===== config.mk =====
export PLATFORM = sky130hd
export DESIGN_NAME = wr_join_unit
export DESIGN_NICKNAME = d
export VERILOG_FILES = /design/src/rtl/wj_pkg.sv /design/src/rtl/wj_fifo.sv /design/src/rtl/wj_intake.sv /design/src/rtl/wj_engine.sv /design/src/rtl/wr_join_unit.sv
export SDC_FILE = /design/constraint.sdc
export NUM_CORES = 1
export LEC_CHECK = 0
export BUFFER_PORTS_ARGS = -buffer_cell sky130_fd_sc_hd__buf_2
export CELL_PAD_IN_SITES_DETAIL_PLACEMENT = 1
export CELL_PAD_IN_SITES_GLOBAL_PLACEMENT = 1
export CORE_MARGIN = 8
export CORE_UTILIZATION = 38
export CTS_CLUSTER_DIAMETER = 30
export DETAILED_ROUTE_END_ITERATION = 12
export PLACE_DENSITY = 0.63
export SLEW_MARGIN = 25
export SYNTH_ARGS = -nofsm -noshare
export SYNTH_HDL_FRONTEND = slang
export SYNTH_SLANG_ARGS = --single-unit

===== constraint.sdc =====
create_clock -name clk -period 5.2 [get_ports clk]
set_input_delay 0.52 -clock clk [delete_from_list [all_inputs] [get_ports clk]]
set_output_delay 0.52 -clock clk [all_outputs]
set_load 0.02 [all_outputs]

===== src/rtl/wj_pkg.sv =====
package wj_pkg;

  localparam int LEN_W = 8;

  typedef enum logic [1:0] {
    RESP_OKAY   = 2'b00,
    RESP_SLVERR = 2'b10
  } bresp_e;

  typedef enum logic {
    ENG_IDLE,
    ENG_BURST
  } eng_state_e;

  // beat index idx (0-based) still lies inside a burst of len+1 beats
  function automatic logic beat_in_range(logic [LEN_W:0] idx, logic [LEN_W-1:0] len);
    return idx <= {1'b0, len};
  endfunction

  // index of the last beat equals the announced length field
  function automatic logic len_matches(logic [LEN_W:0] idx, logic [LEN_W-1:0] len);
    return idx == {1'b0, len};
  endfunction

endpackage


===== src/rtl/wj_fifo.sv =====
module wj_fifo #(
  parameter int WIDTH = 8,
  parameter int DEPTH = 4,
  localparam int CNT_W = $clog2(DEPTH + 1)
) (
  input  logic             clk,
  input  logic             rst_n,
  input  logic             push,
  input  logic [WIDTH-1:0] din,
  input  logic             pop,
  output logic [WIDTH-1:0] dout,
  output logic [CNT_W-1:0] count,
  output logic             empty,
  output logic             full
);
  localparam int PTR_W = (DEPTH > 1) ? $clog2(DEPTH) : 1;

  logic [WIDTH-1:0] mem [DEPTH];
  logic [PTR_W-1:0] wr_ptr, rd_ptr;

  function automatic logic [PTR_W-1:0] ptr_next(logic [PTR_W-1:0] p);
    return (p == PTR_W'(DEPTH - 1)) ? '0 : p + PTR_W'(1);
  endfunction

  assign empty = (count == '0);
  assign full  = (count == CNT_W'(DEPTH));
  assign dout  = mem[rd_ptr];

  always_ff @(posedge clk) begin
    if (push) mem[wr_ptr] <= din;
  end

  always_ff @(posedge clk) begin
    if (!rst_n) begin
      wr_ptr <= '0;
      rd_ptr <= '0;
      count  <= '0;
    end else begin
      if (push) wr_ptr <= ptr_next(wr_ptr);
      if (pop)  rd_ptr <= ptr_next(rd_ptr);
      case ({push, pop})
        2'b10:   count <= count + CNT_W'(1);
        2'b01:   count <= count - CNT_W'(1);
        default: count <= count;
      endcase
    end
  end
endmodule


===== src/rtl/wj_intake.sv =====
module wj_intake (
  input  logic clk,
  input  logic rst_n,
  input  logic live,
  input  logic err_policy,
  input  logic w_valid,
  input  logic w_last,
  input  logic dq_full,
  input  logic addr_idle,
  input  logic drop_clear,
  output logic w_ready,
  output logic dq_push,
  output logic w_drop,
  output logic drop_done
);
  logic drop_act;
  logic ovf;
  logic w_fire;

  // overflow with no address to drain the buffer: discard under error policy
  assign ovf     = err_policy & dq_full & addr_idle;
  assign w_ready = live & ~drop_done & (drop_act | ~dq_full | ovf);
  assign w_fire  = w_valid & w_ready;
  assign w_drop  = w_fire & (drop_act | dq_full);
  assign dq_push = w_fire & ~w_drop;

  always_ff @(posedge clk) begin
    if (!rst_n) begin
      drop_act  <= 1'b0;
      drop_done <= 1'b0;
    end else begin
      if (w_drop) drop_act <= ~w_last;
      if (w_drop & w_last)  drop_done <= 1'b1;
      else if (drop_clear)  drop_done <= 1'b0;
    end
  end
endmodule


===== src/rtl/wj_engine.sv =====
module wj_engine
  import wj_pkg::*;
#(
  parameter int ADDR_W = 16,
  parameter int DATA_W = 32
) (
  input  logic              clk,
  input  logic              rst_n,
  input  logic              aq_valid,
  input  logic [ADDR_W-1:0] aq_addr,
  input  logic [LEN_W-1:0]  aq_len,
  input  logic              bq_full,
  input  logic              dq_valid,
  input  logic              dq_last,
  input  logic              drop_done,
  output logic              aq_pop,
  output logic              dq_pop,
  output logic              mem_we,
  output logic [ADDR_W-1:0] mem_addr,
  output logic              bq_push,
  output logic [1:0]        bq_resp,
  output logic              drop_clear,
  output logic              busy
);
  localparam int BYTES = DATA_W / 8;
  localparam int SHIFT = $clog2(BYTES);
  localparam int CNT_W = LEN_W + 1;

  eng_state_e        state;
  logic [ADDR_W-1:0] base;
  logic [LEN_W-1:0]  len;
  logic [CNT_W-1:0]  idx;

  function automatic logic [ADDR_W-1:0] beat_address(logic [ADDR_W-1:0] b, logic [CNT_W-1:0] k);
    return b + (ADDR_W'(k) << SHIFT);
  endfunction

  assign busy       = (state == ENG_BURST);
  assign aq_pop     = ~busy & aq_valid & ~bq_full;
  assign dq_pop     = busy & dq_valid;
  assign mem_we     = dq_pop & beat_in_range(idx, len);
  assign mem_addr   = beat_address(base, idx);
  assign drop_clear = busy & ~dq_valid & drop_done;
  assign bq_push    = (dq_pop & dq_last) | drop_clear;
  assign bq_resp    = (drop_clear || !len_matches(idx, len)) ? RESP_SLVERR : RESP_OKAY;

  always_ff @(posedge clk) begin
    if (!rst_n) begin
      state <= ENG_IDLE;
      base  <= '0;
      len   <= '0;
      idx   <= '0;
    end else if (aq_pop) begin
      state <= ENG_BURST;
      base  <= aq_addr;
      len   <= aq_len;
      idx   <= '0;
    end else if (bq_push) begin
      state <= ENG_IDLE;
    end else if (dq_pop && idx != '1) begin
      idx <= idx + CNT_W'(1);
    end
  end
endmodule


===== src/rtl/wr_join_unit.sv =====
module wr_join_unit
  import wj_pkg::*;
#(
  parameter int ADDR_W   = 16,
  parameter int DATA_W   = 32,
  parameter int AQ_DEPTH = 4,
  parameter int DQ_DEPTH = 8,
  localparam int STRB_W  = DATA_W / 8
) (
  input  logic              clk,
  input  logic              rst_n,
  input  logic              err_policy,
  input  logic              aw_valid,
  output logic              aw_ready,
  input  logic [ADDR_W-1:0] aw_addr,
  input  logic [7:0]        aw_len,
  input  logic              w_valid,
  output logic              w_ready,
  input  logic [DATA_W-1:0] w_data,
  input  logic [STRB_W-1:0] w_strb,
  input  logic              w_last,
  output logic              b_valid,
  input  logic              b_ready,
  output logic [1:0]        b_resp,
  output logic              mem_we,
  output logic [ADDR_W-1:0] mem_addr,
  output logic [DATA_W-1:0] mem_wdata,
  output logic [STRB_W-1:0] mem_wstrb
);
  localparam int AQ_W  = ADDR_W + LEN_W;
  localparam int DQ_W  = DATA_W + STRB_W + 1;
  localparam int AQ_CW = $clog2(AQ_DEPTH + 1);
  localparam int DQ_CW = $clog2(DQ_DEPTH + 1);

  logic live;
  always_ff @(posedge clk) begin
    if (!rst_n) live <= 1'b0;
    else        live <= 1'b1;
  end

  // address queue
  logic             aq_push, aq_pop, aq_empty, aq_full;
  logic [AQ_W-1:0]  aq_dout;
  logic [AQ_CW-1:0] aq_count;

  assign aw_ready = live & ~aq_full;
  assign aq_push  = aw_valid & aw_ready;

  wj_fifo #(.WIDTH(AQ_W), .DEPTH(AQ_DEPTH)) u_aq (
    .clk(clk), .rst_n(rst_n), .push(aq_push), .din({aw_addr, aw_len}),
    .pop(aq_pop), .dout(aq_dout), .count(aq_count), .empty(aq_empty), .full(aq_full)
  );

  // beat buffer
  logic             dq_push, dq_pop, dq_empty, dq_full;
  logic [DQ_W-1:0]  dq_dout;
  logic [DQ_CW-1:0] dq_count;

  wj_fifo #(.WIDTH(DQ_W), .DEPTH(DQ_DEPTH)) u_dq (
    .clk(clk), .rst_n(rst_n), .push(dq_push), .din({w_data, w_strb, w_last}),
    .pop(dq_pop), .dout(dq_dout), .count(dq_count), .empty(dq_empty), .full(dq_full)
  );

  assign mem_wdata = dq_dout[DQ_W-1 -: DATA_W];
  assign mem_wstrb = dq_dout[STRB_W:1];

  // response queue, one slot per outstanding address
  logic             bq_push, bq_empty, bq_full;
  logic [1:0]       bq_resp;
  logic [AQ_CW-1:0] bq_count;

  wj_fifo #(.WIDTH(2), .DEPTH(AQ_DEPTH)) u_bq (
    .clk(clk), .rst_n(rst_n), .push(bq_push), .din(bq_resp),
    .pop(b_valid & b_ready), .dout(b_resp), .count(bq_count), .empty(bq_empty), .full(bq_full)
  );

  assign b_valid = ~bq_empty;

  // intake policy and burst engine
  logic eng_busy, w_drop, drop_done, drop_clear;

  wj_intake u_intake (
    .clk(clk), .rst_n(rst_n), .live(live), .err_policy(err_policy),
    .w_valid(w_valid), .w_last(w_last), .dq_full(dq_full),
    .addr_idle(aq_empty & ~eng_busy), .drop_clear(drop_clear),
    .w_ready(w_ready), .dq_push(dq_push), .w_drop(w_drop), .drop_done(drop_done)
  );

  wj_engine #(.ADDR_W(ADDR_W), .DATA_W(DATA_W)) u_engine (
    .clk(clk), .rst_n(rst_n),
    .aq_valid(~aq_empty), .aq_addr(aq_dout[AQ_W-1 -: ADDR_W]), .aq_len(aq_dout[LEN_W-1:0]),
    .bq_full(bq_full), .dq_valid(~dq_empty), .dq_last(dq_dout[0]), .drop_done(drop_done),
    .aq_pop(aq_pop), .dq_pop(dq_pop), .mem_we(mem_we), .mem_addr(mem_addr),
    .bq_push(bq_push), .bq_resp(bq_resp), .drop_clear(drop_clear), .busy(eng_busy)
  );
endmodule


# After elaboration in Yosys (flattened, before gate mapping)
# Memories as Yosys holds them, arrays and structs flattened. A register that Yosys moved wholly into a read port is not among the register bits.
# Cells that the tools add are included.
word_totals:
  ff_bits: 37
  latch_bits: 0
  ram_bits: 400
  mem_bits_ro: 0
  inputBits: 67
  out_inout_bits: 58
  elab_cells: 123
  n_memories: 3
mem_list:
  columns: ["name", "depth", "word_bits", "rd", "rd_clocked_by_memory_dff", "wr", "line_no", "source"]
  rows:
  - ["u_dq.mem", 8, 37, 1, 1, 1, "wj_fifo.sv:18", "logic [WIDTH-1:0] mem [DEPTH];"]
  - ["u_aq.mem", 4, 24, 1, 1, 1, "wj_fifo.sv:18", null]
  - ["u_bq.mem", 4, 2, 1, 1, 1, "wj_fifo.sv:18", null]
classes:
  add_sub_neg: 14
  n_mul: 0
  n_div: 0
  n_lt_le_gt_ge: 1
  eq_ne: 17
  shift: 0
  n_mux: 25
  n_bitwise: 35
  n_reduce_logical: 14
ops:
  columns: ["cell", "count"]
  rows:
  - ["bitwise AND 1 bit", 19]
  - ["adder 16 x 11 -> 16 bit", 1]
  - ["equality test 2 bit (second input constant)", 7]
  - ["2-to-1 mux 2 bit", 7]
  - ["adder 3 x 1 -> 3 bit (second input constant)", 4]
  - ["equality test 3 bit (second input constant)", 4]
  - ["2-to-1 mux 3 bit", 4]
  - ["inverter 1 bit", 12]
  - ["one-hot mux 3 bit (2 select lines)", 2]
  - ["2-to-1 mux 1 bit", 11]
  - ["nonzero test 2 bit", 5]
  - ["adder 9 x 1 -> 9 bit (second input constant)", 1]
  - ["equality test 9 x 8 -> 1 bit", 1]
  - ["<= comparator 9 x 8 -> 1 bit", 1]
  - ["inequality test 9 bit (second input constant)", 1]
  - ["adder 2 x 1 -> 2 bit (second input constant)", 4]
  - ["one-hot mux 4 bit (2 select lines)", 1]
  - ["equality test 2 x 1 -> 1 bit (second input constant)", 3]
  - ["zero test 3 bit", 2]
  - ["subtractor 3 x 1 -> 3 bit (second input constant)", 2]
  - ["adder 4 x 1 -> 4 bit (second input constant)", 1]
  - ["equality test 4 bit (second input constant)", 1]
  - ["zero test 4 bit", 1]
  - ["bitwise OR 1 bit", 4]
  - ["6 further kinds", 7]

# Depth between registers and ports, before layout
# Gate-level depths: netlist of run 1.
depth:
  word_depth: 11
  mapped_depth: 11
  depth_no_buf: 10

# Modules after synthesis
# Synthesis of run 1 repeated with hierarchy kept, for this count alone.
unflattened:
  hier_cells: 1009
  hier_area_um2: 18743.0
modules_own_cells:
  columns: ["module", "instances", "cells_per_inst", "area_each_um2", "seq_area_each_um2"]
  rows:
  - ["wj_fifo at u_dq", 1, 501, 11781.3, 9148.8]
  - ["wj_fifo at u_aq", 1, 173, 3965.1, 3062.9]
  - ["wj_engine", 1, 254, 2059.5, 680.7]
  - ["wj_fifo at u_bq", 1, 57, 748.2, 420.4]
  - ["wj_intake", 1, 16, 130.1, 40.0]
  - ["wr_join_unit", 1, 8, 58.8, 20.0]

# Least setup slack after synthesis of run 1
# Ideal clock, no wire load.
synth_timing:
  path_type: "input-to-reg"
  startpoint: "input w_valid"
  endpoint: "memory u_dq.mem[0][0] (netlist bit), enable pin"
  setup_time_ns: 0.524
  arrival_time_ns: 4.515
  required_ns: 4.676
  setup_slack_ns: 0.161
  stages: 4
  path_buffers: 1
  path_cell_list: "and3b_1 -> nand3b_1 -> buf_2 -> nor4_1"
synth_between:
  elab_chain_len: 6
synth_lines:
  columns: ["element", "line_no", "source"]
  rows:
  - ["start: declaration", "wr_join_unit.sv:17", "input logic w_valid,"]
  - ["bitwise AND 1 bit *", "wj_intake.sv:23", "assign w_fire = w_valid & w_ready;"]
  - ["bitwise AND 1 bit", "wj_intake.sv:24", "assign w_drop = w_fire & (drop_act | dq_full);"]
  - ["inverter 1 bit", "wj_intake.sv:25", "assign dq_push = w_fire & ~w_drop;"]
  - ["bitwise AND 1 bit *", "wj_intake.sv:25", null]
  - ["2-to-1 mux 1 bit *", "wj_fifo.sv:30", "if (push) mem[wr_ptr] <= din;"]
  - ["2-to-1 mux 1 bit (implied by the code) *", "wj_fifo.sv:30", null]
  - ["end: declaration", "wj_fifo.sv:18", null]
# Every way passes the cells marked *; elsewhere a longest branch is shown, timed or not.

==> metrics.yaml, run 1 <==
synth.most_common_cell: "edfxtp_1"
pwr-share-comb_pct: 12.2
rows: 81
crit_arrival_ns: 3.43
antenna_cells: 0
antenna_found_initial: 1
setup_tns_ns: 0
cts_resized: 0
p_clk_share_pct: 52.0
die_area_um2: 56000
clock_latency_ns: 0.63
grt_pass1_wl_um: 63000
hold_viol: 0
fin_util_pct: 48.2
cts_tree: "done"
cts_root_buf: "clkbuf_16"
hold_ws_ns: 0.118
h-tree-depth: 3
fin_crit_ns: 3.95
synth_edf_count: 396
track_usage_pct: 14.5
fmax_mhz: 253
maxSlewHeadroom_pct: 37.9
synth_cell_types: 53
num_vias: 9730
timing.hold.worst_path_depth: 1
cap_violations: 0
grt_max_degree: 73
fin_nets: 1332
ys_ff_latch: 462
dpl_cell_area_um2: 19900
tritoncts.num_buffers: 98
clock_path_buffers: 3
ant_nets: 0
hp-start: "aw_addr[12]"
drcViolationCount: 0
path_cells: "buf_4 -> buf_4 -> mux4_2 -> mux2_2 -> buf_2"
crit_fanout: 36
port-buffer-count: 123
fp.dieW_um: 237
start_kind: "flip-flop"
seq_power_share_pct: 35.8
start_util_pct: 38.1
boundaryPins: 125
worstSetupEndpointType: "primary output"
reg2reg_to: "u_bq.count[2]"
drt_iter0_drc: 431
yosysWarnings: 0
clkTransAtPathRegs_ns: 0.05
coreArea_um2: 48500
power_density_nw_per_um2: 525
cts_hold_buf: 0
ys_seq_area_share_pct: 71.4
min_delay_worst_endpoint: "u_aq.mem[2][20]"
synthTopCellsByCount: "edfxtp_1, mux4_2, nand2_1"
hp-class: "in -> reg"
fin_crit_sh_pct: 75.9
dp_hpwl_um: 24100
worst-setup-path-type: "reg -> out"
gp_congestion: 0.713
final_cells: 1927
cts.sinks: 462
syn_area_per_cell_um2: 18.1
finalInstanceArea_um2: 23400
drv_slew: 0
layout-drive-gt1-share_pct: 34.9
synthArstFlopShare_pct: 0
die_height_um: 237
p_leak_nw: 8.10
reg2regPathDepth: 10
wire_per_inst_um: 21.0
swShare_pct: 24.3
rrSetupSlack_ns: 1.87
cp_common_cell: "buf_4"
grt.overflow.total: 0
synth_area_leaders: "edfxtp_1, mux4_2, dfxtp_1, ha_1, mux2_2"
setup_viol: 0
rsz0062_at_grt: "no"
status: "finished, final reports clean"
syn_inst: 1021
yosys.area.top_type: "edfxtp_1"
ir_worst_vdd_mv: 0.328
num-fill-cells: 4555
post_cts_buffers: 0
critical_path.max_stage_delay_ns: 0.66
yosysTopAreaCellShare_pct: 64.3
area_delta_synth_final_pct: 26.6
place_inst: 1746
slowest_stage: "buf_4"
first_global_vias: 10809
syn_area_um2: 18500
postSynthNetCount: 1129
drtPass1Iterations: 4
switchingPower_w: 0.00298
finalClockSkew_ns: 0.0313
wirelength_um: 40400
synthFlopType: "edfxtp_1"
internal-power_w: 0.00931
worst_pin_slew_ns: 0.927
cp.required_ns: 4.68
viasPerCell: 5.05
cell usage in the layout, fill, tap and decap left out, types with 12 or more instances in the layout:
cell,instances
clkinv_2,14
clkinv_1,16
mux2_2,37
ha_1,38
dfxtp_1,62
bufinv_16,17
nor2_1,17
a21oi_1,23
inv_1,31
clkbuf_16,100
buf_4,21
nand2_1,80
edfxtp_1,396
mux4_2,99
xor2_1,12
and2_1,13
o21ai_0,18
buf_2,123
a21boi_0,34
area by class of cell:
type	instances	area [um^2]	area share, %
flip-flops and latches	462	13200	56.5
clock inverters	66	850	3.63
multi-input cells	484	5030	21.5
repair buffers	146	805	3.44
clock buffers	115	2610	11.1
inverters	32	120	0.513
well taps	622	778	3.32
logic make-up after synthesis:
family,after synthesis,share of synthesized area (%)
xor+xnor,21,0.994
compound gates,98,3.48
other cells,1,0.0203
simple gates,184,4.95
fa+ha+maj,41,2.89
buf+inv,75,1.72
flops,462,71.4
mux,139,14.5
sequential cells by signal, summed over array words and instances (netlist names), 3 cells and up, named ones only:
name and count:
u_engine.len 8, u_dq.wr_ptr 3, u_engine.idx 9, u_engine.base 16, u_bq.count 3, u_dq.mem 296, u_aq.mem 96, u_bq.mem 4
u_dq.rd_ptr 3, u_aq.count 3, u_dq.count 4
routing by layer:
metal / routed length (um) / vias up / track usage, %
li1: - / 4469 / -
met1: 16800 / 4969 / 17.1
met2: 20700 / 213 / 25.3
met3: 1930 / 77 / 4.13
met4: 920 / 2 / 5.13
met5: 14 / - / 0
worst max-delay path: cells and delay by family, from the launching register on:
family,cells,cell delay (ns)
muxes,2,0.89
buffers and inverters,3,1.27
DFF,1,0.63
power by group through the flow:
| stage | logic [W] | registers [W] | clock network, W |
|---|---|---|---|
| floorplan | 0.00115 | 0.00437 | 0 |
| global placement | 0.00151 | 0.00446 | 0 |
| detailed placement | 0.00153 | 0.00447 | 0 |
| CTS | 0.00154 | 0.00441 | 0.00652 |
| global route | 0.00167 | 0.00443 | 0.00671 |
| finish | 0.00149 | 0.00440 | 0.00639 |
worst max-delay path by stage:
stage	startpoint	endpoint	slack, ns	depth (start not counted)
2_1_floorplan	w_valid	u_dq.mem[0][0]	0.16	4
3_3_place_gp	flip-flop	mem_wstrb[2]	1.77	5
3_5_place_dp	flip-flop	mem_wstrb[2]	1.74	5
4_1_cts	flip-flop	mem_wstrb[2]	1.08	5
5_1_grt	flip-flop	mem_wstrb[2]	0.94	5
6_report	flip-flop	mem_wstrb[2]	1.25	5
through the flow:
step           setup slack (ns)  total power (W)
5_1_grt                   0.938           0.0128
3_3_place_gp               1.77          0.00597
4_1_cts                    1.08           0.0125
2_1_floorplan             0.161          0.00552
6_report                   1.25           0.0123
3_5_place_dp               1.74          0.00600
Power figures use the tool's default switching activity.
==> run 2, diff against run 1 <==
- ABC_AREA: default -> 1
- PLACE_DENSITY: 0.63 -> 0.64
- clock period: 5.2 -> 4.1 ns (I/O delays scaled with it)
==> run 2 against run 1 <==
Net effect:
- worst setup slack worse by 0.82 ns
- synthesized area is 2.0% higher
- synthesized cell count is 58% higher
- count of clock-buffer cells in the layout stayed put
- via count is 33% higher
- critical path depth is 1 higher
- largest cell class unchanged
- critical path type unchanged
- largest power group unchanged
==> metrics.yaml, run 2 <==
status: "finished, final reports clean"
yosysTopAreaCellShare_pct: 63.0
final_cell_mix: "nor2_1, edfxtp_1, o21ai_0, buf_2, clkbuf_16"
clock_path_buffers: 3
layout_commonest_cell: "nor2_1"
tritoncts.num_buffers: 103
syn_area_per_cell_um2: 11.7
p_leak_nw: 8.95
worst_pin_slew_ns: 0.952
ys_seq_area_share_pct: 70.0
die_height_um: 239
cts.sinks: 462
rsz0062_at_grt: "no"
cap_violations: 0
start_kind: "flip-flop"
maxSlewHeadroom_pct: 36.5
gp_congestion: 0.733
cp_common_cell: "nor2_1"
start_util_pct: 38.5
rrSetupSlack_ns: 1.33
wire_per_inst_um: 19.4
critPathTopFamily: "buffers and inverters"
port-buffer-count: 123
boundaryPins: 125
largest_reg_flops: 296
synth.most_common_cell: "nor2_1"
power_density_nw_per_um2: 749
setup_tns_ns: 0
finalClockSkew_ns: 0.0355
track_usage_pct: 17.2
die_area_um2: 57000
synth_area_leaders: "edfxtp_1, nor2_1, dfxtp_1, o21ai_0, ha_1"
ys_ff_latch: 462
critical_path.max_stage_delay_ns: 0.71
ff_latch_area_um2: 13200
grt_max_degree: 143
num_vias: 12966
setup_viol: 0
synthFlopType: "edfxtp_1"
crit_arrival_ns: 3.25
hold_viol: 0
fp.dieW_um: 239
top_regs: "u_dq.mem: 296 flops, u_aq.mem: 96 flops, u_engine.base: 16 flops"
fmax_mhz: 273
area_delta_synth_final_pct: 28.5
h-tree-depth: 3
synthArstFlopShare_pct: 0
hp-class: "in -> reg"
layout-drive-gt1-share_pct: 18.1
drtPass1Iterations: 5
multi_input_area_um2: 5070
slowest_stage: "buf_4"
cts_tree: "done"
drcViolationCount: 0
dp_hpwl_um: 27900
syn_inst: 1613
pre_cts_slack_ns: 1.15
power_w: 0.0181
fin_crit_sh_pct: 89.3
fin_nets: 1908
antenna_found_initial: 2
drv_slew: 0
worstSetupEndpointType: "primary output"
top_register: "u_dq.mem"
syn_area_um2: 18900
coreArea_um2: 49000
path_buf_inv: 2
postSynthNetCount: 1721
clkTransAtPathRegs_ns: 0.05
crit_fanout: 69
wirelength_um: 49700
synth_edf_count: 396
yosysWarnings: 0
cp.required_ns: 3.69
first_global_vias: 13910
ant_nets: 0
grt.overflow.total: 0
yosys.area.top_type: "edfxtp_1"
rows: 81
num-fill-cells: 5081
cts_resized: 0
hold_ws_ns: 0.0428
fin_ws_ns: 0.438
viasPerCell: 5.07
ir_worst_vdd_mv: 0.507
path_cells: "buf_4 -> nor2_1 -> o22ai_1 -> nor2_1 -> a31oi_1 -> buf_2"
grt_pass1_wl_um: 77200
worst-setup-path-type: "reg -> out"
cts_root_buf: "clkbuf_16"
clock_latency_ns: 0.64
synth_cell_types: 39
synthTopCellsByCount: "nor2_1, edfxtp_1, o21ai_0"
drt_iter0_drc: 637
fin_crit_ns: 3.66
-- run 2: cell families (layout without fill, tap and decap cells) --
logic type / after synthesis / after routing / share of synthesized area, %
xor+xnor: 19 / 19 / 0.882
fa+ha+maj: 41 / 41 / 2.84
buf+inv: 162 / 439 / 3.57
compound gates: 359 / 359 / 10.7
other cells: 1 / 3 / 0.0199
simple gates: 569 / 569 / 12.0
flops: 462 / 462 / 70.0
-- run 2: area by class of cell --
| class | count | share of cell area [%] |
|---|---|---|
| inverters | 78 | 1.22 |
| well taps | 664 | 3.43 |
| flip-flops and latches | 462 | 54.5 |
| diodes | 2 | 0.0206 |
| clock buffers | 115 | 10.9 |
| repair buffers | 166 | 4.37 |
| multi-input cells | 989 | 20.9 |
| clock inverters | 80 | 4.56 |
-- run 2: what timing repair did --
item	CTS	global route
hold endpoints to repair	89	0
setup buffers	0	0
hold buffers	23	0
-- run 2: metrics by stage --
stage | instance area, um^2 | utilization (%) | cells
detailed placement | 20200 | 41.4 | 2336
finish | 24200 | 49.5 | 2556
floorplan | 18900 | - | 1613
CTS | 24200 | 49.5 | 2554
global route | 24200 | 49.5 | 2554
global placement | 20200 | 41.4 | 2336
-- run 2: worst reg2reg max path: cells and delay by family, from the launching register on --
kind / cells / cell delay [ns]
AO/OA/AOI/OAI: 1 / 0.29
buffers and inverters: 1 / 0.48
flip-flops: 1 / 0.42
AND/OR/NAND/NOR: 4 / 1.20
-- run 2: where the power goes --
part | leakage, nW | switching [W] | internal [W]
Sequential | 4.12 | 0.000225 | 0.00546
Clock | 1.78 | 0.00271 | 0.00605
Combinational | 3.05 | 0.00258 | 0.00112
-- run 2: final timing paths --
path | startpoint | endpoint | cells past startpoint
max reg2reg | u_dq.count[1] | u_dq.mem[2][11] | 6
min reg2reg | u_bq.count[0] | u_bq.count[0] | 1
max | flip-flop | mem_wdata[29] | 6
min | aw_len[3] | u_aq.mem[0][3] | 1
-- run 2: layer usage --
layer  global-route usage, %  up-vias  share of wire [%]
met3                    4.02       87                4.6
met1                    20.3     6477                 43
li1                        -     6164                  -
met2                    30.4      234                 51
met5                       0        -              0.046
met4                    6.18        4                2.0
==> run 3, diff against run 2 <==
- SYNTH_HIERARCHICAL: default -> 1
==> run 3 against run 2 <==
Net effect:
- global-route usage down 0.60 points
- combinational power up 17%
- critical path depth up 3
- clock power down 9.0%
- worst setup slack worse by 0.18 ns
- fmax down 4.7%
- count of clock-buffer cells in the layout up 2
- first-iteration DRC count down 0.94%
- design area up 1.1%
- routed wire length about the same
- die area up 3.5%
- critical endpoint is now mem_wdata[0]
- largest cell class unchanged
- highest routed layer unchanged
==> metrics.yaml, run 3 <==
top_regs: "u_dq/mem: 296 flops, u_aq/mem: 96 flops, u_engine/base: 16 flops"
rows: 83
power_w: 0.0182
critical_path.max_stage_delay_ns: 0.72
coreArea_um2: 51100
start_kind: "flip-flop"
ant_nets: 0
fmax_mhz: 260
syn_area_um2: 19600
start_util_pct: 38.3
track_usage_pct: 16.6
drcViolationCount: 0
critical_path_depth: 9
antenna_found_initial: 2
cts_tree: "done"
clkTransAtPathRegs_ns: 0.05
hold_viol: 0
fin_ws_ns: 0.258
wirelength_um: 49700
finalClockSkew_ns: 0.0239
fp.dieW_um: 243
die_height_um: 243
setup_tns_ns: 0
maxSlewHeadroom_pct: 35.4
die_area_um2: 59000
reg2reg_to: "u_bq/count[2]"
hold_ws_ns: 0.0375
layout_commonest_cell: "edfxtp_1"
clock_path_buffers: 3
setup_viol: 0
path_cells: "buf_4 -> buf_4 -> nor2_1 -> nor2_1 -> o21ai_0 -> o21ai_1 -> nand2_1 -> nand2_1 -> buf_2"
largest_reg_flops: 296
fin_nets: 1977
post_cts_buffers: 0
fin_crit_ns: 3.84
rsz0062_at_grt: "no"
worst_pin_slew_ns: 0.969
grt.overflow.total: 0
hp-class: "in -> reg"
drt_iter0_drc: 631
status: "finished, final reports clean"
ir_worst_vdd_mv: 0.421
postSynthNetCount: 1781
min_delay_worst_endpoint: "u_aq/mem[2][15]"
cap_violations: 0
critPathTopFamily: "buffers and inverters"
crit_arrival_ns: 3.43
h-tree-depth: 3
fin_crit_sh_pct: 93.7
syn_inst: 1673
yosysWarnings: 6
reg2regPathDepth: 17
gp_congestion: 0.787
boundaryPins: 125
crit_fanout: 68
worstSetupEndpointType: "primary output"
wire_per_inst_um: 18.9
tritoncts.num_buffers: 102
grt_pass1_wl_um: 78400
cp.required_ns: 3.69
slowest_stage: "buf_4"
port-buffer-count: 124
hp-start: "aw_addr[7]"
area_delta_synth_final_pct: 25.2
rrSetupSlack_ns: 1.05
path_buf_inv: 3
worst-setup-path-type: "reg -> out"
dp_hpwl_um: 29700
final_cell_mix: "edfxtp_1, nand2_1, nor2_1, o21ai_0, buf_2"
drtPass1Iterations: 4
grt_max_degree: 103
first_global_vias: 14244
syn_area_per_cell_um2: 11.7
cts.sinks: 468
top_register: "u_dq/mem"
clock_latency_ns: 0.62
cts_root_buf: "clkbuf_16"
viasPerCell: 5.03
p_leak_nw: 9.25
layout-drive-gt1-share_pct: 20.2
pre_cts_slack_ns: 0.900
num_vias: 13236
timing.hold.worst_path_depth: 1
drv_slew: 0
power_density_nw_per_um2: 742
fin_util_pct: 48.0
[run 3: report_power, final]
part	total [W]	switching (W)	internal (W)
clock	0.00797	0.00268	0.00529
combinational	0.00434	0.00302	0.00131
sequential	0.00587	0.000263	0.00560
[run 3: worst max path at each step]
stage / startpoint / end / slack [ns]
CTS: flip-flop / mem_wdata[0] / 0.16
global placement: flip-flop / mem_wdata[7] / 0.92
global route: flip-flop / mem_wdata[8] / 0.01
finish: flip-flop / mem_wdata[0] / 0.26
detailed placement: flip-flop / mem_wdata[23] / 0.90
floorplan: u_aq/count[2] / u_dq/mem[0][0] / 0.48
[run 3: cell type report]
| type | instances | area, um^2 |
|---|---|---|
| multi-input cells | 1010 | 5370 |
| repair buffers | 167 | 1030 |
| flip-flops and latches | 468 | 13400 |
| well taps | 680 | 851 |
| clock buffers | 117 | 2680 |
| diodes | 1 | 2.50 |
| clock inverters | 71 | 737 |
| inverters | 120 | 454 |
| fillers | 5360 | 26600 |
[run 3: repair_timing]
item                      CTS  global route
hold endpoints to repair   74             0
hold buffers               19             0
resized for setup           0             0
[run 3: metal layers]
metal / vias up / global-route usage, % / wire length [um]
li1: 6283 / - / -
met1: 6596 / 20.1 / 21300
met2: 262 / 28.6 / 24800
met3: 93 / 4.13 / 2230
met4: 2 / 6.01 / 1330
met5: - / 0 / 16
[run 3: per-stage QoR]
step           cell area (um^2)  instances
5_1_grt                   24500       2633
3_5_place_dp              20900       2426
6_report                  24500       2634
4_1_cts                   24500       2633
3_3_place_gp              20900       2426
2_1_floorplan             19600       1673
